File: config.mk
export PLATFORM = sky130hd
export DESIGN_NAME = ocd_cal_ctrl
export DESIGN_NICKNAME = d
export VERILOG_FILES = /design/src/rtl/ocd_cal_pkg.sv /design/src/rtl/ocd_mode_fsm.sv /design/src/rtl/ocd_burst_capture.sv /design/src/rtl/ocd_step_cnt.sv /design/src/rtl/ocd_cal_ctrl.sv
export SDC_FILE = /design/constraint.sdc
export NUM_CORES = 1
export LEC_CHECK = 0
export BUFFER_PORTS_ARGS = -buffer_cell sky130_fd_sc_hd__clkbuf_2
export CAP_MARGIN = 30
export CORE_UTILIZATION = 40
export CTS_BUF_LIST = sky130_fd_sc_hd__clkbuf_4 sky130_fd_sc_hd__clkbuf_8
export CTS_CLUSTER_DIAMETER = 80
export DETAILED_ROUTE_END_ITERATION = 7
export PLACE_DENSITY_LB_ADDON = 0.08
export SLEW_MARGIN = 30
export SYNTH_ARGS = -nofsm -noshare
export SYNTH_HDL_FRONTEND = slang
export SYNTH_SLANG_ARGS = --single-unit
export TNS_END_PERCENT = 10
File: constraint.sdc
create_clock -name clk -period 2.1 [get_ports clk]
set_clock_uncertainty 0.05 [all_clocks]
set_input_delay 0.21 -clock clk [delete_from_list [all_inputs] [get_ports clk]]
set_output_delay 0.21 -clock clk [all_outputs]
set_load 0.05 [all_outputs]
File: src/rtl/ocd_cal_pkg.sv
package ocd_cal_pkg;

  typedef enum logic [1:0] {
    CM_IDLE   = 2'd0,
    CM_DRV_HI = 2'd1,
    CM_DRV_LO = 2'd2,
    CM_ADJUST = 2'd3
  } cal_mode_e;

  localparam logic [2:0] OP_EXIT = 3'b000;
  localparam logic [2:0] OP_DRV1 = 3'b001;
  localparam logic [2:0] OP_DRV0 = 3'b010;
  localparam logic [2:0] OP_ADJ  = 3'b100;
  localparam logic [2:0] OP_DFLT = 3'b111;

  // beat k of the burst lands in bit k: DT3 raises pull-up, DT2 lowers it,
  // DT1 raises pull-down, DT0 lowers it
  typedef struct packed {
    logic pu_up;
    logic pu_dn;
    logic pd_up;
    logic pd_dn;
  } adj_req_t;

  function automatic adj_req_t decode_beats(input logic [3:0] beats);
    return adj_req_t'(beats);
  endfunction

  function automatic logic is_reserved(input adj_req_t r);
    return (r.pu_up & r.pu_dn) | (r.pd_up & r.pd_dn);
  endfunction

  function automatic logic [7:0] sat_step(input logic [7:0] cur,
                                          input logic [7:0] lim,
                                          input logic up,
                                          input logic dn);
    if (up && !dn && cur != lim) return cur + 8'd1;
    if (dn && !up && cur != 8'd0) return cur - 8'd1;
    return cur;
  endfunction

endpackage

File: src/rtl/ocd_mode_fsm.sv
module ocd_mode_fsm
  import ocd_cal_pkg::*;
(
  input  logic      clk,
  input  logic      rst_n,
  input  logic      emr_wr,
  input  logic [2:0] emr_op,
  input  logic      imp_full,
  input  logic      cap_busy,
  input  logic      code_vld,
  output cal_mode_e mode,
  output logic      exit_pending,
  output logic      dflt_load
);

  logic cmd_ok;
  logic cmd_free;

  assign cmd_ok   = emr_wr && !cap_busy && !code_vld;
  assign cmd_free = cmd_ok && !exit_pending;
  assign dflt_load = cmd_free && (emr_op == OP_DFLT) && imp_full;

  always_ff @(posedge clk or negedge rst_n) begin
    if (!rst_n) begin
      mode         <= CM_IDLE;
      exit_pending <= 1'b0;
    end else if (code_vld) begin
      exit_pending <= 1'b1;
    end else if (cmd_ok && emr_op == OP_EXIT) begin
      mode         <= CM_IDLE;
      exit_pending <= 1'b0;
    end else if (cmd_free) begin
      case (emr_op)
        OP_DRV1: mode <= CM_DRV_HI;
        OP_DRV0: mode <= CM_DRV_LO;
        OP_ADJ:  mode <= CM_ADJUST;
        OP_DFLT: if (imp_full) mode <= CM_IDLE;
        default: ;
      endcase
    end
  end

endmodule

File: src/rtl/ocd_burst_capture.sv
module ocd_burst_capture #(
  parameter int WL    = 4,
  parameter int BEATS = 4
) (
  input  logic             clk,
  input  logic             rst_n,
  input  logic             start,
  input  logic             dq_bit,
  output logic             busy,
  output logic             code_vld,
  output logic [BEATS-1:0] beats
);

  localparam int FIRST = WL + 1;
  localparam int LAST  = WL + BEATS;
  localparam int CNT_W = $clog2(LAST + 1);

  logic [CNT_W-1:0] cnt;

  always_ff @(posedge clk or negedge rst_n) begin
    if (!rst_n) begin
      busy     <= 1'b0;
      code_vld <= 1'b0;
      cnt      <= '0;
      beats    <= '0;
    end else begin
      code_vld <= 1'b0;
      if (start) begin
        busy  <= 1'b1;
        cnt   <= CNT_W'(1);
        beats <= '0;
      end else if (busy) begin
        for (int b = 0; b < BEATS; b++) begin
          if (cnt == CNT_W'(FIRST + b)) beats[b] <= dq_bit;
        end
        if (cnt == CNT_W'(LAST)) begin
          busy     <= 1'b0;
          code_vld <= 1'b1;
        end
        cnt <= cnt + CNT_W'(1);
      end
    end
  end

endmodule

File: src/rtl/ocd_step_cnt.sv
module ocd_step_cnt
  import ocd_cal_pkg::*;
#(
  parameter int CODE_W = 4
) (
  input  logic              clk,
  input  logic              rst_n,
  input  logic              step_en,
  input  logic              up,
  input  logic              dn,
  input  logic              load_mid,
  output logic [CODE_W-1:0] code
);

  localparam logic [CODE_W-1:0] MID = CODE_W'(1) << (CODE_W - 1);
  localparam logic [CODE_W-1:0] MAX = '1;

  always_ff @(posedge clk or negedge rst_n) begin
    if (!rst_n) begin
      code <= MID;
    end else if (load_mid) begin
      code <= MID;
    end else if (step_en) begin
      code <= CODE_W'(sat_step(8'(code), 8'(MAX), up, dn));
    end
  end

endmodule

File: src/rtl/ocd_cal_ctrl.sv
module ocd_cal_ctrl
  import ocd_cal_pkg::*;
#(
  parameter int CODE_W = 4,
  parameter int WL     = 4
) (
  input  logic              clk,
  input  logic              rst_n,
  input  logic              emr_wr,
  input  logic [2:0]        emr_op,
  input  logic [1:0]        imp_sel,
  input  logic              wr_cmd,
  input  logic              dq_bit,
  output logic [CODE_W-1:0] pu_code,
  output logic [CODE_W-1:0] pd_code,
  output logic              adj_mode,
  output logic              force_en,
  output logic              force_dq,
  output logic              force_dqs,
  output logic              force_dqs_n,
  output logic              exit_pending,
  output logic              cal_err
);

  localparam int BEATS = 4;
  localparam int NDRV  = 2;

  cal_mode_e        mode;
  logic             imp_full;
  logic             cap_busy;
  logic             code_vld;
  logic [BEATS-1:0] beats;
  logic             cap_start;
  logic             dflt_load;
  logic             bad_code;
  logic             step_ok;
  adj_req_t         req;
  logic [NDRV-1:0]  drv_up;
  logic [NDRV-1:0]  drv_dn;
  logic [CODE_W-1:0] drv_code [NDRV];

  assign imp_full  = &imp_sel;
  assign cap_start = wr_cmd && (mode == CM_ADJUST) && !exit_pending
                     && !cap_busy && !code_vld;

  ocd_mode_fsm u_fsm (
    .clk          (clk),
    .rst_n        (rst_n),
    .emr_wr       (emr_wr),
    .emr_op       (emr_op),
    .imp_full     (imp_full),
    .cap_busy     (cap_busy),
    .code_vld     (code_vld),
    .mode         (mode),
    .exit_pending (exit_pending),
    .dflt_load    (dflt_load)
  );

  ocd_burst_capture #(.WL(WL), .BEATS(BEATS)) u_cap (
    .clk      (clk),
    .rst_n    (rst_n),
    .start    (cap_start),
    .dq_bit   (dq_bit),
    .busy     (cap_busy),
    .code_vld (code_vld),
    .beats    (beats)
  );

  assign req      = decode_beats(beats);
  assign bad_code = is_reserved(req);
  assign step_ok  = code_vld && !bad_code;

  // index 0 is the pull-up leg, index 1 the pull-down leg
  assign drv_up = {req.pd_up, req.pu_up};
  assign drv_dn = {req.pd_dn, req.pu_dn};

  for (genvar d = 0; d < NDRV; d++) begin : g_leg
    ocd_step_cnt #(.CODE_W(CODE_W)) u_leg (
      .clk      (clk),
      .rst_n    (rst_n),
      .step_en  (step_ok),
      .up       (drv_up[d]),
      .dn       (drv_dn[d]),
      .load_mid (dflt_load),
      .code     (drv_code[d])
    );
  end

  assign pu_code = drv_code[0];
  assign pd_code = drv_code[1];

  always_ff @(posedge clk or negedge rst_n) begin
    if (!rst_n) cal_err <= 1'b0;
    else if (code_vld && bad_code) cal_err <= 1'b1;
  end

  assign adj_mode    = (mode == CM_ADJUST);
  assign force_en    = (mode == CM_DRV_HI) || (mode == CM_DRV_LO);
  assign force_dq    = (mode == CM_DRV_HI);
  assign force_dqs   = (mode == CM_DRV_HI);
  assign force_dqs_n = (mode == CM_DRV_LO);

endmodule

==> flow_metrics.py <==
metrics = {
    "status": {
        "status": "finished, final reports clean",
    },
    "clocking": {
        "ctsLongestPathBuffers": 2,
        "numClockSinks": 22,
        "clockRootBuffer": "sky130_fd_sc_hd__clkbuf_4",
        "htree_num_levels": 1,
        "clock_pin_slew_worst_setup_and_hold_paths_ns": 0.13,
        "cts_inserted_buffers": 3,
        "cts_tree": "yes",
        "hold_buffers": 1,
        "insertion_delay_ns": 0.31,
        "post-cts-setup-buffers": 0,
        "cts-resized-gates": 0,
    },
    "run": {
        "cap_viol_max_count": 0,
    },
    "pwr": {
        "static-leakage-power_nw": 0.744,
        "netSwitchingPower_mw": 1.39,
        "power.density_cell_area_nw_per_um2": 1630,
        "power.share.switching": 0.536,
        "clock_power_share": 0.083,
        "fin_total_pwr_mw": 2.59,
        "peakVddDrop_mv": 0.654,
        "share_seq_of_total_power": 0.335,
        "combinationalPowerShare": 0.582,
        "internal-power_mw": 1.20,
    },
    "synth": {
        "syn_inst": 151,
        "netlist_area_um2": 1390,
        "synth_fp_nets": 172,
        "synth_area_leader_cell": "sky130_fd_sc_hd__dfrtp_1",
        "sequential_cell_area_fraction_in_the_yosys_report": 0.399,
        "most_repeated_cell_in_the_gate_level_netlist_after_synthesis": "sky130_fd_sc_hd__dfrtp_1",
        "yosysUniqueCellTypes": 45,
        "synthTopCellsByArea": "sky130_fd_sc_hd__dfrtp_1, sky130_fd_sc_hd__ha_1, sky130_fd_sc_hd__nor2_1",
        "syn_area_per_cell_um2": 9.18,
        "ys_async_sr_fraction": 1.00,
        "synth-warning-count": 0,
        "yosys-top-cells-count": "sky130_fd_sc_hd__dfrtp_1, sky130_fd_sc_hd__nor2_1, sky130_fd_sc_hd__nand2_1",
        "seq_cells_post_synth": 22,
        "synth-edff-count": 0,
        "synth_top_cell_area_share": 0.361,
        "synth-main-ff-cell": "sky130_fd_sc_hd__dfrtp_1",
    },
    "drt": {
        "dr.first_iter.drc_count": 50,
        "drc": 0,
        "vias_cell": 5.12,
        "route.vias.total": 1151,
        "drt_first_pass_iters": 4,
        "drtAntennaViolNets": 0,
        "drt_wl_total_mm": 2.67,
        "wl_per_cell_um": 11.8,
    },
    "worst_setup_path": {
        "worst_ep_required_time_ns": 2.27,
        "path_max_fanout": 9,
        "cp_cell_sequence": "ha_1 > a311oi_1 > o21ai_2 > or3_1 > o211ai_1",
        "critical-path-top-delay-family": "compound AO/OA/AOI/OAI gates",
        "critPathBufInv": 0,
        "launching_element_type_of_the_critical_path": "register",
        "critical_path_class": "reg2reg",
        "worst_r2r_endpoint": "g_leg[1].u_leg.code[2]",
        "slowest_stage": "sky130_fd_sc_hd__dfrtp_1",
        "crit-reg2reg-launch": "g_leg[1].u_leg.code[0]",
        "timing.reg2reg.setup_slack_ns": 0.34,
        "critPathMaxStageDelay_ns": 0.47,
        "worstRegToRegCells": 5,
        "worstSetupEndpointType": "register",
        "critPathArrivalTime_ns": 1.94,
    },
    "global_route": {
        "grt_max_degree": 23,
        "initial_antenna_violation_count": 0,
        "grt_pass1_wl_mm": 4.40,
        "grt_usage": 0.161,
        "grt-ovfl-total": 0,
        "vias_in_the_first_global_route": 1029,
    },
    "timing": {
        "achievable-frequency_mhz": 567,
        "timing_max_transition_violations_final": 0,
        "fin_crit_sh": 0.840,
        "worstMarginPinSlew_ns": 0.559,
        "worst_slack_ns": 0.335,
        "setup_total_negative_slack_ns": 0,
        "relSlewSlack": 0.627,
        "timing.final.hold_violations": 0,
        "rsz0062_at_grt": "no",
        "finish_stage_setup_viols": 0,
        "final.min_clock_period_ns": 1.76,
    },
    "final_layout": {
        "final_util": 0.476,
        "layout_nets": 201,
        "drive_above_1_share": 0.207,
        "antennaDiodeCount": 0,
        "syn2layout_area_growth_pct": 14.6,
        "non_filler_instance_count_after_layout": 225,
        "fillCellCount": 348,
    },
    "die": {
        "fp-row-count": 21,
        "die_footprint_um2": 3710,
        "die_y_um": 60.9,
        "pin_count": 25,
        "floorplan.initialDensity": 0.415,
        "fp.coreArea_um2": 3340,
        "die-width_um": 60.9,
    },
    "worst_hold_path": {
        "hold_path.class": "in2reg",
        "hold_path_end": "u_cap.cnt[0]",
        "hold_depth": 3,
        "critical_hold_path_startpoint": "wr_cmd",
    },
    "placement": {
        "dp_cells": 220,
        "hpwlAfterDp_mm": 2.04,
        "finalWeightedCongestion": 0.789,
        "portBuffers": 24,
        "detailedPlace.worstSlack_ns": 0.350,
    },
}
==> state kept, by name, summed over array words and instances, names as in the netlist <==
| name | flops |
|---|---|
| u_fsm.exit_pending | 1 |
| u_cap.busy | 1 |
| cal_err | 1 |
| u_cap.beats | 4 |
| u_cap.code_vld | 1 |
| u_cap.cnt | 4 |
| u_fsm.mode | 2 |
| g_leg.u_leg.code | 8 |
==> worst max-delay path by stage <==
| stage | startpoint | to | slack, ns | cells after the start |
|---|---|---|---|---|
| after floorplan | g_leg[1].u_leg.code[0] | g_leg[1].u_leg.code[2] | 0.18 | 5 |
| after global placement | g_leg[1].u_leg.code[0] | g_leg[1].u_leg.code[2] | 0.39 | 5 |
| after detailed placement | g_leg[1].u_leg.code[0] | g_leg[1].u_leg.code[2] | 0.35 | 5 |
| after CTS | g_leg[1].u_leg.code[0] | g_leg[1].u_leg.code[2] | 0.32 | 5 |
| after global routing | g_leg[1].u_leg.code[0] | g_leg[1].u_leg.code[2] | 0.17 | 5 |
| final | g_leg[1].u_leg.code[0] | g_leg[1].u_leg.code[2] | 0.34 | 5 |
==> layout make-up <==
class	instances	area, um^2	share of cell area
clock buffers	4	30.0	0.0189
repair buffers	27	145	0.0913
flip-flops and latches	22	553	0.348
well taps	46	57.6	0.0362
inverters	12	45.0	0.0283
multi-input cells	114	758	0.477
==> cell usage in the layout, fill, tap and decap left out, types with 3 or more instances in the layout <==
| master | netlist | layout |
|---|---|---|
| sky130_fd_sc_hd__nand2b_1 | 3 | 3 |
| sky130_fd_sc_hd__dfrtp_1 | 20 | 20 |
| sky130_fd_sc_hd__clkbuf_4 | 0 | 4 |
| sky130_fd_sc_hd__ha_1 | 11 | 11 |
| sky130_fd_sc_hd__xnor2_1 | 4 | 4 |
| sky130_fd_sc_hd__and3_1 | 3 | 3 |
| sky130_fd_sc_hd__nand2_1 | 13 | 13 |
| sky130_fd_sc_hd__nor2_1 | 15 | 15 |
| sky130_fd_sc_hd__inv_1 | 12 | 12 |
| sky130_fd_sc_hd__nand3_1 | 10 | 10 |
| sky130_fd_sc_hd__or3_1 | 4 | 4 |
| sky130_fd_sc_hd__a21oi_1 | 7 | 7 |
| sky130_fd_sc_hd__o21ai_0 | 7 | 7 |
| sky130_fd_sc_hd__clkbuf_2 | 0 | 24 |
==> power groups by stage <==
stage / clock network (mW) / registers (mW) / logic (mW)
floorplan: 0 / 1.12 / 0.961
global placement: 0 / 0.865 / 1.49
detailed placement: 0 / 0.875 / 1.51
CTS: 0.227 / 0.865 / 1.52
global route: 0.242 / 0.908 / 1.69
finish: 0.214 / 0.867 / 1.50
==> through the flow <==
stage	hold slack [ns]	area [um^2]
after floorplan	-0.136	1390
after global placement	0.181	1550
after detailed placement	0.190	1550
after CTS	0.113	1590
after global routing	0.119	1590
final	0.116	1590
==> layer usage <==
metal  routed length [um]  up-vias  part of all wire  GRT usage
met4                   20        0            0.0075     0.0682
met3                   64        2             0.024     0.0235
met5                    0        -                 0          0
met1                 1260      543              0.47      0.216
met2                 1320       16              0.50      0.259
li1                     -      590                 -          -
==> worst register-to-register path: stages, from the launching register on <==
cell                       delay [ns]
sky130_fd_sc_hd__dfrtp_1         0.47
sky130_fd_sc_hd__ha_1            0.24
sky130_fd_sc_hd__a311oi_1        0.31
sky130_fd_sc_hd__o21ai_2         0.18
sky130_fd_sc_hd__or3_1           0.37
sky130_fd_sc_hd__o211ai_1        0.08
==> kinds of logic (layout without fill, tap and decap cells) <==
group | Yosys count | in the layout | synth area share
simple gates | 58 | 58 | 0.209
flops | 22 | 22 | 0.399
buf+inv | 15 | 43 | 0.0542
fa+ha+maj | 12 | 12 | 0.106
xor+xnor | 6 | 6 | 0.0379
compound gates | 38 | 38 | 0.193
No activity file was read; power rests on OpenSTA's default activity.
